[config.mk]
export PLATFORM = sky130hd
export DESIGN_NAME = fsp_status_gen
export DESIGN_NICKNAME = d
export VERILOG_FILES = /design/src/rtl/fsp_pkg.sv /design/src/rtl/fsp_interval_timer.sv /design/src/rtl/fsp_sector_lookup.sv /design/src/rtl/fsp_read_mux.sv /design/src/rtl/fsp_status_gen.sv
export SDC_FILE = /design/constraint.sdc
export NUM_CORES = 1
export LEC_CHECK = 0
export BUFFER_PORTS_ARGS = -buffer_cell sky130_fd_sc_hd__clkbuf_2
export CORE_UTILIZATION = 60
export CTS_CLUSTER_DIAMETER = 80
export DETAILED_ROUTE_END_ITERATION = 6
export PLACE_DENSITY = 0.9
export RECOVER_POWER = 50
export SETUP_SLACK_MARGIN = 0.4
export SLEW_MARGIN = 20
export SYNTH_ARGS = -nofsm -noshare
export SYNTH_HDL_FRONTEND = slang
export SYNTH_HIERARCHICAL = 1
export SYNTH_SLANG_ARGS = --single-unit
[constraint.sdc]
create_clock -name clk -period 7.26 [get_ports clk]
set_input_delay 1.452 -clock clk [delete_from_list [all_inputs] [get_ports clk]]
set_output_delay 1.452 -clock clk [all_outputs]
set_load 0.05 [all_outputs]
[src/rtl/fsp_pkg.sv]
package fsp_pkg;

  typedef enum logic [2:0] {
    ST_IDLE = 3'd0,
    ST_PGM  = 3'd1,
    ST_ERS  = 3'd2,
    ST_SUSP = 3'd3,
    ST_SPGM = 3'd4
  } op_state_e;

  function automatic int max_of(input int a, input int b);
    return (a > b) ? a : b;
  endfunction

  // status byte: poll, toggle, time-limit flag, five zero bits
  function automatic logic [7:0] status_byte(input logic poll, input logic tog,
                                             input logic xfail);
    return {poll, tog, xfail, 5'b0_0000};
  endfunction

  function automatic logic is_pgm_state(input op_state_e s);
    return (s == ST_PGM) || (s == ST_SPGM);
  endfunction

  function automatic logic is_running(input op_state_e s);
    return (s == ST_PGM) || (s == ST_SPGM) || (s == ST_ERS);
  endfunction

endpackage

[src/rtl/fsp_interval_timer.sv]
module fsp_interval_timer #(
  parameter int CNT_W = 8
) (
  input  logic             clk,
  input  logic             rst_n,
  input  logic             load,
  input  logic [CNT_W-1:0] load_val,
  input  logic             run,
  output logic [CNT_W-1:0] cnt,
  output logic             done
);

  assign done = run && (cnt == CNT_W'(1));

  always_ff @(posedge clk) begin
    if (!rst_n) begin
      cnt <= '0;
    end else if (load) begin
      cnt <= load_val;
    end else if (run) begin
      cnt <= done ? '0 : cnt - CNT_W'(1);
    end
  end

endmodule

[src/rtl/fsp_sector_lookup.sv]
module fsp_sector_lookup #(
  parameter int ADDR_W = 19,
  parameter int NSECT  = 8
) (
  input  logic [ADDR_W-1:0] addr,
  input  logic [NSECT-1:0]  mask_a,
  input  logic [NSECT-1:0]  mask_b,
  output logic              hit_a,
  output logic              hit_b
);

  localparam int SECT_W = (NSECT > 1) ? $clog2(NSECT) : 1;

  logic [SECT_W-1:0] sect;

  assign sect  = addr[ADDR_W-1 -: SECT_W];
  assign hit_a = mask_a[sect];
  assign hit_b = mask_b[sect];

endmodule

[src/rtl/fsp_read_mux.sv]
module fsp_read_mux
  import fsp_pkg::*;
(
  input  logic      clk,
  input  logic      rst_n,
  input  logic      rd_en,
  input  op_state_e state,
  input  logic      addr_hit,
  input  logic      in_sel,
  input  logic      sect_erased,
  input  logic      pgm_stored,
  input  logic [7:0] pgm_datum,
  input  logic      tog,
  input  logic      fault_inj,
  input  logic [7:0] array_rdata,
  output logic      live_hit,
  output logic      ers_hit,
  output logic [7:0] rd_data
);

  logic       pgm_hit;
  logic       susp_hit;
  logic       stat_hit;
  logic       poll;
  logic [7:0] nxt;

  assign pgm_hit  = is_pgm_state(state) && addr_hit;
  assign ers_hit  = (state == ST_ERS) && in_sel;
  assign susp_hit = ((state == ST_SUSP) || (state == ST_SPGM)) && in_sel && !pgm_hit;
  assign live_hit = pgm_hit || ers_hit;
  assign stat_hit = live_hit || susp_hit;

  always_comb begin
    if (pgm_hit)      poll = ~pgm_datum[7];
    else if (ers_hit) poll = 1'b0;
    else              poll = 1'b1;
  end

  always_comb begin
    if (stat_hit)                    nxt = status_byte(poll, tog, live_hit && fault_inj);
    else if (pgm_stored && addr_hit) nxt = pgm_datum;
    else if (sect_erased)            nxt = 8'hFF;
    else                             nxt = array_rdata;
  end

  always_ff @(posedge clk) begin
    if (!rst_n)     rd_data <= 8'h00;
    else if (rd_en) rd_data <= nxt;
  end

endmodule

[src/rtl/fsp_status_gen.sv]
module fsp_status_gen
  import fsp_pkg::*;
#(
  parameter int ADDR_W      = 19,
  parameter int NSECT       = 8,
  parameter int PGM_US      = 7,
  parameter int ERS_US      = 500,
  parameter int PROT_PGM_US = 2,
  parameter int PROT_ERS_US = 100
) (
  input  logic              clk,
  input  logic              rst_n,
  input  logic              us_tick,
  input  logic              cmd_pgm,
  input  logic              cmd_erase,
  input  logic              cmd_suspend,
  input  logic              cmd_resume,
  input  logic [ADDR_W-1:0] cmd_addr,
  input  logic [7:0]        cmd_data,
  input  logic [NSECT-1:0]  ers_sel,
  input  logic [NSECT-1:0]  prot_mask,
  input  logic              fault_inj,
  input  logic              rd_en,
  input  logic [ADDR_W-1:0] rd_addr,
  input  logic [7:0]        array_rdata,
  output logic [7:0]        rd_data,
  output logic              busy
);

  localparam int MAX_US = max_of(max_of(PGM_US, ERS_US), max_of(PROT_PGM_US, PROT_ERS_US));
  localparam int CNT_W  = $clog2(MAX_US + 1);
  localparam logic [CNT_W-1:0] LD_PGM  = CNT_W'(PGM_US);
  localparam logic [CNT_W-1:0] LD_PPGM = CNT_W'(PROT_PGM_US);
  localparam logic [CNT_W-1:0] LD_ERS  = CNT_W'(ERS_US);
  localparam logic [CNT_W-1:0] LD_PERS = CNT_W'(PROT_ERS_US);

  op_state_e          state_q, state_d;
  logic [ADDR_W-1:0]  pa_q;
  logic [7:0]         pd_q;
  logic               pprot_q;
  logic               pgm_done_q;
  logic [NSECT-1:0]   sel_q;
  logic [NSECT-1:0]   ers_eff_q;
  logic               eprot_q;
  logic [NSECT-1:0]   ers_done_q;
  logic               tog_q;

  logic               c_prot, c_in_sel;
  logic               r_in_sel, r_erased;
  logic [NSECT-1:0]   ers_eff_d;

  // named internal events
  logic               accept_pgm, accept_ers, susp_go, resume_go;
  logic               pgm_run, ers_run, pgm_done_ev, ers_done_ev, op_done;
  logic [CNT_W-1:0]   pgm_cnt, ers_cnt;
  logic               live_hit, ers_hit, live_rd, ers_rd;

  fsp_sector_lookup #(.ADDR_W(ADDR_W), .NSECT(NSECT)) u_lk_cmd (
    .addr(cmd_addr), .mask_a(prot_mask), .mask_b(sel_q),
    .hit_a(c_prot), .hit_b(c_in_sel)
  );

  fsp_sector_lookup #(.ADDR_W(ADDR_W), .NSECT(NSECT)) u_lk_rd (
    .addr(rd_addr), .mask_a(sel_q), .mask_b(ers_done_q),
    .hit_a(r_in_sel), .hit_b(r_erased)
  );

  assign ers_eff_d  = ers_sel & ~prot_mask;
  assign accept_pgm = cmd_pgm && ((state_q == ST_IDLE) || ((state_q == ST_SUSP) && !c_in_sel));
  assign accept_ers = cmd_erase && !cmd_pgm && (state_q == ST_IDLE) && (|ers_sel);
  assign pgm_run    = us_tick && is_pgm_state(state_q) && !fault_inj;
  assign ers_run    = us_tick && (state_q == ST_ERS) && !fault_inj;
  assign susp_go    = cmd_suspend && (state_q == ST_ERS) && !eprot_q && !ers_done_ev;
  assign resume_go  = cmd_resume && !cmd_pgm && (state_q == ST_SUSP);
  assign op_done    = pgm_done_ev || ers_done_ev;

  fsp_interval_timer #(.CNT_W(CNT_W)) u_tmr_pgm (
    .clk(clk), .rst_n(rst_n), .load(accept_pgm),
    .load_val(c_prot ? LD_PPGM : LD_PGM),
    .run(pgm_run), .cnt(pgm_cnt), .done(pgm_done_ev)
  );

  fsp_interval_timer #(.CNT_W(CNT_W)) u_tmr_ers (
    .clk(clk), .rst_n(rst_n), .load(accept_ers),
    .load_val((|ers_eff_d) ? LD_ERS : LD_PERS),
    .run(ers_run), .cnt(ers_cnt), .done(ers_done_ev)
  );

  always_comb begin
    state_d = state_q;
    case (state_q)
      ST_IDLE: begin
        if (accept_pgm)      state_d = ST_PGM;
        else if (accept_ers) state_d = ST_ERS;
      end
      ST_PGM:  if (pgm_done_ev) state_d = ST_IDLE;
      ST_ERS: begin
        if (ers_done_ev)  state_d = ST_IDLE;
        else if (susp_go) state_d = ST_SUSP;
      end
      ST_SUSP: begin
        if (accept_pgm)     state_d = ST_SPGM;
        else if (resume_go) state_d = ST_ERS;
      end
      ST_SPGM: if (pgm_done_ev) state_d = ST_SUSP;
      default: state_d = ST_IDLE;
    endcase
  end

  always_ff @(posedge clk) begin
    if (!rst_n) begin
      state_q    <= ST_IDLE;
      pa_q       <= '0;
      pd_q       <= 8'h00;
      pprot_q    <= 1'b0;
      pgm_done_q <= 1'b0;
      sel_q      <= '0;
      ers_eff_q  <= '0;
      eprot_q    <= 1'b0;
      ers_done_q <= '0;
    end else begin
      state_q <= state_d;
      if (accept_pgm) begin
        pa_q       <= cmd_addr;
        pd_q       <= cmd_data;
        pprot_q    <= c_prot;
        pgm_done_q <= 1'b0;
      end else if (pgm_done_ev) begin
        pgm_done_q <= !pprot_q;
      end
      if (accept_ers) begin
        sel_q      <= ers_sel;
        ers_eff_q  <= ers_eff_d;
        eprot_q    <= ~(|ers_eff_d);
        ers_done_q <= '0;
        pgm_done_q <= 1'b0;
      end else if (ers_done_ev) begin
        ers_done_q <= ers_eff_q;
      end
    end
  end

  fsp_read_mux u_mux (
    .clk(clk), .rst_n(rst_n), .rd_en(rd_en), .state(state_q),
    .addr_hit(rd_addr == pa_q), .in_sel(r_in_sel), .sect_erased(r_erased),
    .pgm_stored(pgm_done_q), .pgm_datum(pd_q), .tog(tog_q),
    .fault_inj(fault_inj), .array_rdata(array_rdata),
    .live_hit(live_hit), .ers_hit(ers_hit), .rd_data(rd_data)
  );

  assign live_rd = rd_en && live_hit;
  assign ers_rd  = rd_en && ers_hit;

  always_ff @(posedge clk) begin
    if (!rst_n)       tog_q <= 1'b0;
    else if (live_rd) tog_q <= ~tog_q;
  end

  assign busy = is_running(state_q);

endmodule

======== Word-level counts from Yosys, hierarchy flattened ========
Index checks and enable logic that the tools add are counted.
operators by class
  add/subtract/negate cells ............... 2
  order comparisons ....................... 2
  muxes and demuxes ....................... 30
  reduce and logical (&&, ||, !) cells .... 44
  equal/unequal tests ..................... 12
  bitwise operators ....................... 6
operator list
  kind                                                    number
  2-to-1 mux 9 bit                                        7
  2-to-1 mux 3 bit                                        9
  2-to-1 mux 8 bit                                        3
  logical AND 1 bit                                       23
  equality test 19 bit                                    1
  equality test 9 x 1 -> 1 bit (second input constant)    2
  subtractor 9 x 1 -> 9 bit (second input constant)       2
  OR reduction 8 bit                                      2
  case mux 3 bit (5 select lines)                         1
  binary-select mux 1 bit (select 3 bit)                  4
  inequality test 3 bit (second input constant)           3
  AND 8 bit                                               1
  < comparator 3 x 4 -> 1 bit (second input constant)     2
  NOT 8 bit                                               1
  zero test 1 bit                                         7
  equality test 3 x 2 -> 1 bit (second input constant)    2
  logical OR 1 bit                                        6
  2-to-1 mux 1 bit                                        6
  AND reduction 5 bit                                     1
  inequality test 2 x 1 -> 1 bit (second input constant)  2
  NOT 1 bit                                               4
  nonzero test 2 bit                                      2
  equality test 3 x 1 -> 1 bit (second input constant)    1
  equality test 3 bit (second input constant)             1
  other kinds (3)                                         3
word-level totals
  output and inout port bits .............. 9
  logic and storage cells ................. 109
  flip-flop bits (word level) ............. 84
  bits of input ports ..................... 79

======== Logic depth before layout (Yosys ltp) ========
  depth after elaboration ................. 9
  depth in mapped cells ................... 11
  mapped depth without buffers ............ 9

======== Cells and area by module ========
The synthesis kept the hierarchy.
modules (own cells, without submodules)
  module              cells each  area an instance (um2)  times used  seq. area each (um2)
  fsp_status_gen      270         2,676.3                 1           1,161.1
  fsp_interval_timer  67          565.5                   2           180.2
  fsp_read_mux        69          599.3                   1           160.2
  fsp_sector_lookup   6           127.6                   2           0.0

======== Worst setup path before layout ========
OpenSTA, ideal clock, no wires.
  path type ............................... input to register
  start ................................... input cmd_addr[16]
  end ..................................... register u_tmr_pgm.cnt[0]
  slack ................................... 3,307 ps
  stages on the path ...................... 11
  setup time .............................. 120 ps
  data required time ...................... 7,140 ps
  path buffers ............................ 3
  data arrival time ....................... 3,833 ps
  path through ............................ mux4_1 > mux2_2 > nor2b_1 > a21oi_1 > nor3b_1 > buf_2 > clkbuf_1 > clkbuf_1 > nor2_1 > a22oi_1 > a21oi_1
between the ends
  longest elaborated chain between the ends .. 7
  elaborated cells between the ends (all ways) .. 11
  classes of those cells .................. mux: 6; reduce/logical: 5
ends and longest elaborated chain
  what                                                    RTL line                  source
  from (decl)                                             fsp_status_gen.sv:18      input logic [ADDR_W-1:0] cmd_addr,
  binary-select mux 1 bit (select 3 bit) (*)              fsp_sector_lookup.sv:18   assign hit_b = mask_b[sect];
  2-to-1 mux 1 bit (implied by the code) (*)              fsp_sector_lookup.sv:18
  named net c_in_sel                                      fsp_status_gen.sv:48      logic c_prot, c_in_sel;
  zero test 1 bit (*)                                     fsp_status_gen.sv:69      assign accept_pgm = cmd_pgm && ((state_q == ST_IDLE) || ((state_q == ST_SUSP) && !c_in_sel));
  logical AND 1 bit (*)                                   fsp_status_gen.sv:69
  logical OR 1 bit (*)                                    fsp_status_gen.sv:69
  logical AND 1 bit (*)                                   fsp_status_gen.sv:69
  named net accept_pgm                                    fsp_status_gen.sv:53      logic accept_pgm, accept_ers, susp_go, resume_go;
  2-to-1 mux 9 bit or nonzero test 2 bit (tied branches)  --
  to (signal assigned)                                    fsp_interval_timer.sv:19  cnt <= load_val;
  to (signal assigned)                                    fsp_interval_timer.sv:21  cnt <= done ? '0 : cnt - CNT_W'(1);
  to (decl)                                               fsp_interval_timer.sv:9   output logic [CNT_W-1:0] cnt,
The timed path passes the listed nets; every way through them passes the cells marked *. The select of a mux whose other input is x is not followed.
A chain may end at the register's enable or synchronous reset.

======== Worst setup path after layout ========
  start ................................... input cmd_addr[16]
  end ..................................... register u_tmr_pgm.cnt[1]
between the ends
  longest elaborated chain between the ends .. 7
  elaborated cells between the ends (all ways) .. 8
  classes of those cells .................. mux: 3; reduce/logical: 5
ends and longest elaborated chain
  what                                                    RTL line
  binary-select mux 1 bit (select 3 bit) (*)              fsp_sector_lookup.sv:18
  2-to-1 mux 1 bit (implied by the code) (*)              fsp_sector_lookup.sv:18
  named net c_in_sel                                      fsp_status_gen.sv:48
  zero test 1 bit (*)                                     fsp_status_gen.sv:69
  logical AND 1 bit (*)                                   fsp_status_gen.sv:69
  logical OR 1 bit (*)                                    fsp_status_gen.sv:69
  logical AND 1 bit (*)                                   fsp_status_gen.sv:69
  2-to-1 mux 9 bit or nonzero test 2 bit (tied branches)  --
Marked as above.

==> results.sh <==
export IMPL_status="finished, final reports clean"
export IMPL_wl_met1_mm=4.52
export IMPL_synth_top_area_share_pct=36.1
export IMPL_synth_edff_count=0
export IMPL_clk_pin_slew_ns=0.09
export IMPL_cts_buffers_inserted=9
export IMPL_antenna_found_initial=0
export IMPL_drtIter0Drc=207
export IMPL_final_nets=656
export IMPL_die_w_um=90.1
export IMPL_finalHoldViolCount=0
export IMPL_irDropWorstVdd_uv=161
export IMPL_grt_max_degree=66
export IMPL_root_buffer="clkbuf_8"
export IMPL_crit_family="multiplexers"
export IMPL_die_area_mm2=0.00813
export IMPL_drc_errors=0
export IMPL_yosys_warnings=6
export IMPL_overflow=0
export IMPL_core_area_mm2=0.00737
export IMPL_ys_seq_area_share_pct=36.1
export IMPL_wl_met3_um=587
export IMPL_layout_drive_gt1_share_pct=20.1
export IMPL_worst_slew_pin_slew_ns=1.16
export IMPL_finalClockSkew_ns=0.00585
export IMPL_yosysTopAreaCell="dfxtp_1"
export IMPL_firstDrtPassIters=5
export IMPL_placed_cell_area_mm2=0.00516
export IMPL_num_vias=3895
export IMPL_crit_slowest_cell="mux4_1"
export IMPL_n_fill_cell=552
export IMPL_netlist_instances=485
export IMPL_rsz0062_at_grt="no"
export IMPL_end_kind="flop"
export IMPL_max_freq_mhz=251
export IMPL_worstSkewPairLatency_ns=0.36
export IMPL_clock_sinks=84
export IMPL_initial_core_util_pct=63.3
export IMPL_grtUsageTotal_pct=26.3
export IMPL_diodes=0
export IMPL_crit_path_max_fanout=48
export IMPL_cp_common_cell="a21oi_1"
export IMPL_worst_path_buf_inv=2
export IMPL_ys_top_cells_by_area="dfxtp_1 (36%), mux2i_1 (11%), nor2b_1 (7.2%), xor2_1 (5.1%), mux4_1 (4.5%)"
export IMPL_maxCapViolCount=0
export IMPL_grt_pass1_wl_mm=17.2
export IMPL_grt_pass1_vias=3728
export IMPL_clk_path_buf_depth=2
export IMPL_io_buffers=87
export IMPL_io_pins=88
export IMPL_postCtsSetupBuffers=0
export IMPL_synth_area_mm2=0.00466
export IMPL_min_path_type="flop to flop"
export IMPL_ys_ff_latch=84
export IMPL_post_synth_top_count_cell="dfxtp_1"
export IMPL_htree_levels=3
export IMPL_critPathLaunchType="input pin"
export IMPL_powerDensity_mw_per_mm2=286
export IMPL_design_area_mm2=0.00535
export IMPL_ctsHoldBuffers=0
export IMPL_relSlewSlack_pct=22.9
export IMPL_finalSetupTns_ns=0
export IMPL_synthFlopType="dfxtp_1"
export IMPL_chipHeight_um=90.1
export IMPL_worstPathArrival_ns=4.24
export IMPL_vias_per_cell=5.76
export IMPL_worstSetupPathType="input pin to flop"
export IMPL_ys_types=60
export IMPL_async_flop_share_pct=0
export IMPL_final_antenna_net_count=0
export IMPL_maxSlewViolCount=0
export IMPL_power_leakage_nw=2.31
export IMPL_fin_crit_sh_pct=55.0
export IMPL_cp_slowest_stage_delay_ns=0.59
export IMPL_avgSynthCellArea_um2=9.61
export IMPL_worstPathCellList="clkbuf_1, mux4_1, mux2_2, nor2b_1, a21oi_1, nor3b_2, buf_4, nand2b_1, a21oi_1, a221oi_1, nor2_1"
export IMPL_wl_met2_mm=5.04
export IMPL_routed_wl_mm=10.4
export IMPL_post_dp_hpwl_mm=7.44
export IMPL_synthTopCellsByCount="dfxtp_1 (84), nor2b_1 (54), mux2i_1 (51)"
export IMPL_finalSetupViolCount=0
export IMPL_place_congestion=0.855
export IMPL_area_growth_pct=14.7
export IMPL_wl_per_cell_um=15.3
export IMPL_cts_tree="done"
export IMPL_period_minus_slack_ns=3.99
export IMPL_maxUsedRoutingLayer="met4"
export IMPL_cts_repair_resized=0
export IMPL_rows=31
export IMPL_crit_required_ns=7.51
[kinds of logic after synthesis]
logic type | after synthesis | share of synthesized area, %
AOI/OAI and AO/OA | 71 | 12.0
buffers and inverters | 41 | 4.29
muxes | 63 | 16.4
DFF | 84 | 36.1
xor gates and xnor gates | 34 | 6.39
and+or+nand+nor | 186 | 23.6
adders and majority gates | 4 | 1.07
other | 2 | 0.161
[cell type report]
class | instances | area [um^2] | area share [%]
timing repair buffer | 91 | 448 | 8.38
multi-input combinational | 371 | 2800 | 52.3
tap | 99 | 124 | 2.32
clock inverter | 6 | 113 | 2.11
inverter | 16 | 60.1 | 1.12
sequential | 84 | 1680 | 31.5
clock buffer | 9 | 124 | 2.32
[sequential cells by signal (all words and copies together) (netlist names)]
signal         flops
eprot_q            1
pd_q               8
u_tmr_ers/cnt      9
pgm_done_q         1
state_q            3
u_tmr_pgm/cnt      9
pprot_q            1
pa_q              19
ers_eff_q          8
sel_q              8
tog_q              1
u_mux/rd_data      8
ers_done_q         8
[metrics by stage]
step	util, %	instances	hold WS (ns)	setup slack [ns]	total power, W
after global routing	72.5	676	0.523	3.06	0.00161
after global placement	70.0	661	0.468	3.12	0.00111
after detailed placement	70.0	661	0.482	3.00	0.00113
after CTS	73.2	676	0.504	3.38	0.00154
final	72.5	676	0.490	3.27	0.00153
after floorplan	-	496	0.451	3.31	0.00103
[routing by layer]
layer	GRT usage, %	up-vias
li1	-	1903
met1	33.8	1805
met2	43.4	166
met3	5.41	21
met4	9.81	0
met5	0	-
[layout by cell type (no fill, tap or decap), types with 5 or more instances in the layout]
| cell | count |
|---|---|
| o21ai_0 | 12 |
| clkbuf_2 | 76 |
| nor2b_1 | 54 |
| nand3b_1 | 6 |
| nor2_1 | 37 |
| nand2_1 | 22 |
| mux4_1 | 8 |
| clkbuf_8 | 9 |
| nor4_1 | 11 |
| xnor2_1 | 7 |
| mux2i_1 | 51 |
| inv_1 | 14 |
| clkbuf_1 | 12 |
| conb_1 | 13 |
| o41ai_2 | 5 |
| a221oi_1 | 8 |
| xor2_1 | 27 |
| nor3_1 | 10 |
| dfxtp_1 | 84 |
| nor3b_1 | 16 |
| a21oi_1 | 16 |
| o22ai_1 | 6 |
[where the power goes]
group,internal (W),total (W),leakage (nW),switching [W]
clock,0.000228,0.000403,0.120,0.000175
combinational,0.000240,0.000523,1.50,0.000284
sequential,0.000525,0.000601,0.687,0.0000758
total,0.000993,0.00153,2.31,0.000535
[final timing paths]
path	start	depth (start not counted)	slack (ns)	to
max	cmd_addr[16]	11	3.27	u_tmr_pgm/cnt[1]
min	pprot_q	1	0.49	pgm_done_q
max reg2reg	state_q[1]	8	4.03	state_q[1]
min reg2reg	pprot_q	1	0.49	pgm_done_q
Power figures use the tool's default switching activity.
